<file path="src/rtl/hist_pkg.sv">
package hist_pkg;
    localparam int CH_W_DEF     = 8;
    localparam int BIN_BITS_DEF = 5;
    localparam int CNT_W_DEF    = 32;

    function automatic logic [CH_W_DEF-1:0] max3(input logic [CH_W_DEF-1:0] a,
                                                 input logic [CH_W_DEF-1:0] b,
                                                 input logic [CH_W_DEF-1:0] c);
        logic [CH_W_DEF-1:0] m;
        m = (a > b) ? a : b;
        return (m > c) ? m : c;
    endfunction
endpackage

</file>
<file path="src/rtl/hist_binsel.sv">
module hist_binsel #(
    parameter int CH_W     = hist_pkg::CH_W_DEF,
    parameter int BIN_BITS = hist_pkg::BIN_BITS_DEF
) (
    input  logic [CH_W-1:0]     r,
    input  logic [CH_W-1:0]     g,
    input  logic [CH_W-1:0]     b,
    output logic [BIN_BITS-1:0] bin
);
    localparam int SHIFT = CH_W - BIN_BITS;

    logic [CH_W-1:0] peak;

    always_comb begin
        peak = (r > g) ? r : g;
        if (b > peak) peak = b;
        bin = peak[CH_W-1:SHIFT];
    end
endmodule

</file>
<file path="src/rtl/hist_core.sv">
module hist_core #(
    parameter int BIN_BITS = hist_pkg::BIN_BITS_DEF,
    parameter int CNT_W    = hist_pkg::CNT_W_DEF
) (
    input  logic                clk,
    input  logic                rst_n,
    input  logic                hit,
    input  logic                first,
    input  logic                last,
    input  logic [BIN_BITS-1:0] bin,
    input  logic [BIN_BITS-1:0] rd_bin,
    output logic [CNT_W-1:0]    rd_data,
    output logic                done
);
    localparam int NBINS = 1 << BIN_BITS;

    typedef struct packed {
        logic [NBINS-1:0][CNT_W-1:0] acc;
        logic [NBINS-1:0][CNT_W-1:0] bank;
        logic                        done;
    } state_t;

    state_t s_d, s_q;
    logic [CNT_W-1:0] acc_nxt [NBINS];

    generate
        for (genvar i = 0; i < NBINS; i++) begin : g_bin
            logic [CNT_W-1:0] base_w;
            logic             sel_w;
            assign base_w     = (hit && first) ? '0 : s_q.acc[i];
            assign sel_w      = hit && (bin == BIN_BITS'(i));
            assign acc_nxt[i] = (sel_w && (base_w != {CNT_W{1'b1}})) ? base_w + 1'b1 : base_w;
        end
    endgenerate

    always_comb begin
        s_d = s_q;
        for (int i = 0; i < NBINS; i++) begin
            s_d.acc[i] = acc_nxt[i];
        end
        s_d.done = hit && last;
        if (hit && last) begin
            for (int i = 0; i < NBINS; i++) begin
                s_d.bank[i] = acc_nxt[i];
            end
        end
    end

    always_ff @(posedge clk or negedge rst_n) begin
        if (!rst_n) s_q <= '0;
        else        s_q <= s_d;
    end

    assign rd_data = s_q.bank[rd_bin];
    assign done    = s_q.done;
endmodule

</file>
<file path="src/rtl/maxrgb_hist.sv">
module maxrgb_hist #(
    parameter int CH_W     = hist_pkg::CH_W_DEF,
    parameter int BIN_BITS = hist_pkg::BIN_BITS_DEF,
    parameter int CNT_W    = hist_pkg::CNT_W_DEF
) (
    input  logic                clk,
    input  logic                rst_n,
    input  logic                coll_en,
    input  logic                px_vld,
    input  logic                px_first,
    input  logic                px_last,
    input  logic [CH_W-1:0]     px_r,
    input  logic [CH_W-1:0]     px_g,
    input  logic [CH_W-1:0]     px_b,
    input  logic [BIN_BITS-1:0] rd_bin,
    output logic [CNT_W-1:0]    rd_data,
    output logic                hist_done
);
    logic                hit;
    logic [BIN_BITS-1:0] bin;

    assign hit = coll_en && px_vld;

    hist_binsel #(.CH_W(CH_W), .BIN_BITS(BIN_BITS)) u_sel (
        .r(px_r), .g(px_g), .b(px_b), .bin(bin)
    );

    hist_core #(.BIN_BITS(BIN_BITS), .CNT_W(CNT_W)) u_core (
        .clk(clk), .rst_n(rst_n), .hit(hit), .first(px_first), .last(px_last),
        .bin(bin), .rd_bin(rd_bin), .rd_data(rd_data), .done(hist_done)
    );
endmodule

</file>
<file path="config.mk">
export PLATFORM = sky130hd
export DESIGN_NAME = maxrgb_hist
export DESIGN_NICKNAME = d
export VERILOG_FILES = /design/src/rtl/hist_pkg.sv /design/src/rtl/hist_binsel.sv /design/src/rtl/hist_core.sv /design/src/rtl/maxrgb_hist.sv
export SDC_FILE = /design/constraint.sdc
export NUM_CORES = 2
export LEC_CHECK = 0
export BUFFER_PORTS_ARGS = -buffer_cell sky130_fd_sc_hd__buf_2
export CORE_MARGIN = 4
export CORE_UTILIZATION = 25
export CTS_CLUSTER_DIAMETER = 50
export DETAILED_ROUTE_END_ITERATION = 8
export MAX_ROUTING_LAYER = met4
export PLACE_DENSITY = 0.44
export SYNTH_ARGS = -nofsm -noshare
export SYNTH_HDL_FRONTEND = slang
export SYNTH_SLANG_ARGS = --single-unit
export TNS_END_PERCENT = 5
</file>
<file path="constraint.sdc">
create_clock -name clk -period 3 [get_ports clk]
set_input_delay 0.3 -clock clk [delete_from_list [all_inputs] [get_ports clk]]
set_output_delay 0.3 -clock clk [all_outputs]
set_load 0.02 [all_outputs]
</file>
Yosys cells after proc, flatten, opt, wreduce, memory -nomap -nowiden

Cells that the tools add are included.

Add/subtract/negate cells: 32
Magnitude comparators: 3
Eq/ne operators: 63
Muxes and demuxes: 68
Reductions and logical operators: 68

Operator list:

| kind                  | count |
|---|---|
| $mux 32               | 65 |
| $add 32x1->32 const B | 32 |
| $ne 32x32->1 const B  | 32 |
| $bmux 32 s5           | 1 |
| $eq 5x5->1 const B    | 16 |
| $logic_and 1x1->1     | 67 |
| $eq 5x4->1 const B    | 8 |
| $eq 5x3->1 const B    | 4 |
| $gt 8x8->1            | 2 |
| $mux 8                | 2 |
| $eq 5x2->1 const B    | 2 |
| $lt 5x6->1 const B    | 1 |
| $eq 5x1->1 const B    | 1 |
| $logic_not 5->1       | 1 |

Register bits: 2049
Output and inout port bits: 33
Logic and storage cells: 299

Longest topological paths before layout

Word-level depth: 8
Gate-level depth with buffers: 25

Cells and area by module

From an unflattened synthesis, not the netlist that was laid out.

Cell total of the unflattened synthesis: 9629
Area total of the unflattened synthesis: 101426.0 um^2

By module, submodules not included:

| module      | instances | cells an instance | area an instance (um^2) | seq. area each (um^2) |
|---|---|---|---|---|
| hist_core   | 1         | 9547              | 100814.2                | 51274.2 |
| hist_binsel | 1         | 81                | 605.6                   | 0.0 |
| maxrgb_hist | 1         | 1                 | 6.3                     | 0.0 |

Worst setup path before layout

No wires, ideal clock.

Path kind: input to register
Start: input px_g[1]
End: register u_core.s_q[898] (netlist name)
Arrival time: 4.673 ns
Path slack: -1.798 ns
Stages: 21
Path buffers: 4
Cell sequence: inv_1 -> ha_1 -> nor2b_1 -> o211ai_1 -> a21o_1 -> buf_4 -> nand3_1 -> and2_1 -> ha_1 -> o21ai_0 -> nor2_2 -> nor4bb_1 -> buf_4 -> or2_4 -> buf_6 -> buf_6 -> a31o_4 -> nor4_1 -> and2_1 -> mux2_2 -> mux2_2

RTL lines:

| what                 | RTL line          | RTL |
|---|---|---|
| start, declared      | maxrgb_hist.sv:13 | `input logic [CH_W-1:0] px_g,` |
| end signal, assigned | hist_core.sv:50   | `if (!rst_n) s_q <= '0;` |
| end signal, assigned | hist_core.sv:51   | `else s_q <= s_d;` |
| end, declared        | hist_core.sv:23   | `state_t s_d, s_q;` |

==> impl_metrics.py <==
metrics = {
    "critical_path": {
        "worstPathRequired_ps": 3740,
        "end_kind": "register",
        "r2r_slack_ps": -660,
        "criticalPathCategory": "in2reg",
        "r2r-start": "u_core.s_q[1890]$_DFF_PN0_",
        "cp_data_arrival_time_ps": 4820,
        "cp-start-kind": "primary input",
        "cp_max_fo": 8,
        "crit_start": "px_r[5]",
    },
    "die": {
        "die_area_sq_mm": 0.417,
        "fp-row-count": 233,
        "die_x_um": 646,
        "die_y_um": 646,
        "core_area_sq_mm": 0.404,
        "floorplan.initialDensity_pct": 25.2,
        "io-pin-count": 68,
    },
    "sta": {
        "post-route-min-period_ps": 4080,
        "setup_viol": 2080,
        "period_share_pct": 136,
        "finalSetupTns_ps": -1615800,
        "finClkSkew_ps": 51.8,
        "fmax_ghz": 0.245,
        "report.final.hold_viol_count": 0,
        "fin_ws_ps": -1080,
        "worst_pin_slew_ps": 987,
        "drv_slew": 0,
        "rsz0062_at_grt": "true",
        "slew_headroom_pct": 33.2,
    },
    "grt": {
        "grt_usage_pct": 20.7,
        "grt_pass1_vias": 86859,
        "grt_pass1_wl_mm": 622,
        "overflow": 0,
        "grt_max_degree": 126,
        "antenna_found_initial": 36,
    },
    "cells_and_area": {
        "drive_gt1_share_pct": 31.9,
        "final_area_sq_mm": 0.139,
        "layout.nets": 11351,
        "areaGrowthSynthToFinish_pct": 36.6,
    },
    "route": {
        "wl_mm": 434,
        "post_drt_wl_per_cell_um": 25.7,
        "firstDrtPassIters": 5,
        "via_per_inst": 5.07,
        "drt_iter0_drc": 7684,
        "vias": 85648,
        "drtAntennaViolNets": 0,
        "drcViolationCount": 0,
    },
    "pwr": {
        "powerDensity_mw_per_mm2": 543,
        "p_sw_w": 0.0214,
        "swShare_pct": 28.3,
        "clockPowerShare_pct": 46.0,
        "p_leak_nw": 59.5,
        "intPower_w": 0.0540,
        "seq_power_share_pct": 37.3,
        "combPwrFrac_pct": 16.8,
        "peakVddDrop_v": 0.000420,
    },
    "logic_synthesis": {
        "async_flop_share_pct": 100,
        "yosysTopAreaCellShare_pct": 50.4,
        "synth_top_area_cell": "dfrtp_1",
        "yosys_warnings": 0,
        "synth_most_common_cell": "dfrtp_1",
        "synth_edf_count": 0,
        "synthCells": 9756,
        "synth_area_leaders": "dfrtp_1 50%, mux4_2 7.1%, xnor2_1 6.1%",
        "synth_nets": 9839,
        "ys_ff_latch": 2049,
        "synth.distinct_cells": 87,
        "synth.cell_area_sq_mm": 0.102,
        "avgSynthCellArea_sq_um": 10.4,
        "seq_area_frac_synth_pct": 50.4,
        "ys.flop_type": "dfrtp_1",
        "synthTopCellsByCount": "2049 x dfrtp_1, 1376 x nand2_1, 821 x nor2_1",
    },
    "place": {
        "port-buffer-count": 67,
        "place.gp.congestion": 0.931,
        "placed_area_sq_mm": 0.122,
        "place_hpwl_mm": 319,
    },
    "min_path": {
        "hold_start": "px_last",
        "min_path_type": "in2reg",
    },
    "cts": {
        "ctsRootBufferMaster": "clkbuf_16",
        "clk_pin_slew_ps": 60,
        "cts_sinks": 2049,
        "clk_latency_ps": 870,
        "ctsHtreeMaxLevel": 5,
        "cts_tree": "done",
        "clockBufferDepth": 4,
        "cts_buffers": 279,
    },
    "run_status": {
        "violations": "setup timing",
        "outcome": "complete, but fails checks",
    },
    "run": {
        "max-cap-violations": 0,
    },
}
==> through the flow <==
stage	power [W]	hold slack, ps	utilization, %	setup slack, ps	cells
after floorplan	0.0321	4.41	-	-1580	9756
after global routing	0.0777	151	34.4	-1190	16897
after global placement	0.0383	315	30.3	-2580	16207
after detailed placement	0.0384	314	30.3	-2510	16207
final	0.0754	151	34.4	-1080	16907
after CTS	0.0750	106	33.6	-945	16806
==> layout by cell type (no fill, tap or decap), types with 210 or more instances in the layout <==
cell type / n
xor2_1: 210
nand3_1: 490
nand4_1: 326
xnor2_1: 627
dfrtp_1: 2049
nor4_1: 237
buf_4: 1347
nor3_1: 308
buf_12: 271
nand2_1: 1353
clkbuf_16: 303
mux4_2: 320
nor2_1: 797
o21ai_0: 475
mux2_2: 419
==> flip-flops by register name, summed over array words and instances, names as in the netlist <==
signal	cells
u_core.done	1
u_core.s_q	2048
==> worst max-delay path: stages <==
cell and delay (ps):
buf_6 100, ha_4 270, buf_6 80, and4_4 330, nand2_2 80, a21o_4 230, a21bo_4 220, and2_4 160
ha_4 250, o21ai_4 140, nor2_4 70, nor4bb_4 290, buf_6 170, or2_4 180, buf_6 120, a31oi_4 100
buf_12 150, buf_6 110, buf_12 120, nor4_4 420, buf_6 190, buf_6 100, nand4_1 130, xor2_2 190
mux2_4 260
==> logic make-up (layout without fill, tap and decap cells) <==
| family | after synthesis | after routing | synth area share [%] |
|---|---|---|---|
| simple gates | 4446 | 4448 | 21.5 |
| xor+xnor | 947 | 947 | 8.16 |
| other cells | 0 | 23 | 0 |
| compound gates | 746 | 746 | 4.16 |
| flops | 2049 | 2049 | 50.4 |
| mux | 787 | 787 | 12.2 |
| fa+ha+maj | 48 | 48 | 0.591 |
| buf+inv | 733 | 2454 | 2.89 |
==> metal layers <==
layer	global-route usage, %	part of all wire, %
met5	-	0
met1	26.8	43
met2	33.1	47
met4	7.21	4.2
met3	2.87	5.3
==> repair_timing <==
item / 4_1_cts / 5_1_grt
hold endpoints to repair: 526 / 0
resized for setup: 500 / 485
gates cloned: 18 / 16
hold buffers: 4 / 0
endpoints found under the setup margin: 2080 / 2080
setup buffers: 92 / 73
pin swaps: 179 / 205
==> area by class of cell <==
cell class / instances / area, sq um
multi-input combinational: 6976 / 52500
fill: 40129 / 265000
inverter: 118 / 465
tap: 5405 / 6760
timing repair buffer: 1844 / 18300
sequential: 2049 / 51300
antenna: 23 / 57.6
clock inverter: 135 / 1590
clock buffer: 357 / 7890
==> worst paths after layout <==
path                                               end  cells past startpoint
min in group asynchronous   u_core.s_q[1376]$_DFF_PN0_                      3
setup / recovery           u_core.s_q[237]$_DFFE_PN0P_                     25
hold / removal               u_core.s_q[5]$_DFFE_PN0P_                      5
max in group asynchronous  u_core.s_q[640]$_DFFE_PN0P_                      5
hold reg to reg            u_core.s_q[988]$_DFFE_PN0P_                      2
setup reg to reg           u_core.s_q[890]$_DFFE_PN0P_                     13
==> power groups by stage <==
| stage | Sequential [W] | Clock [W] | Combinational (W) |
|---|---|---|---|
| after CTS | 0.0281 | 0.0354 | 0.0115 |
| after global routing | 0.0281 | 0.0365 | 0.0131 |
| final | 0.0281 | 0.0347 | 0.0126 |
| after global placement | 0.0286 | 0 | 0.00973 |
| after floorplan | 0.0285 | 0 | 0.00364 |
| after detailed placement | 0.0286 | 0 | 0.00979 |
No activity file was read; power rests on OpenSTA's default activity.
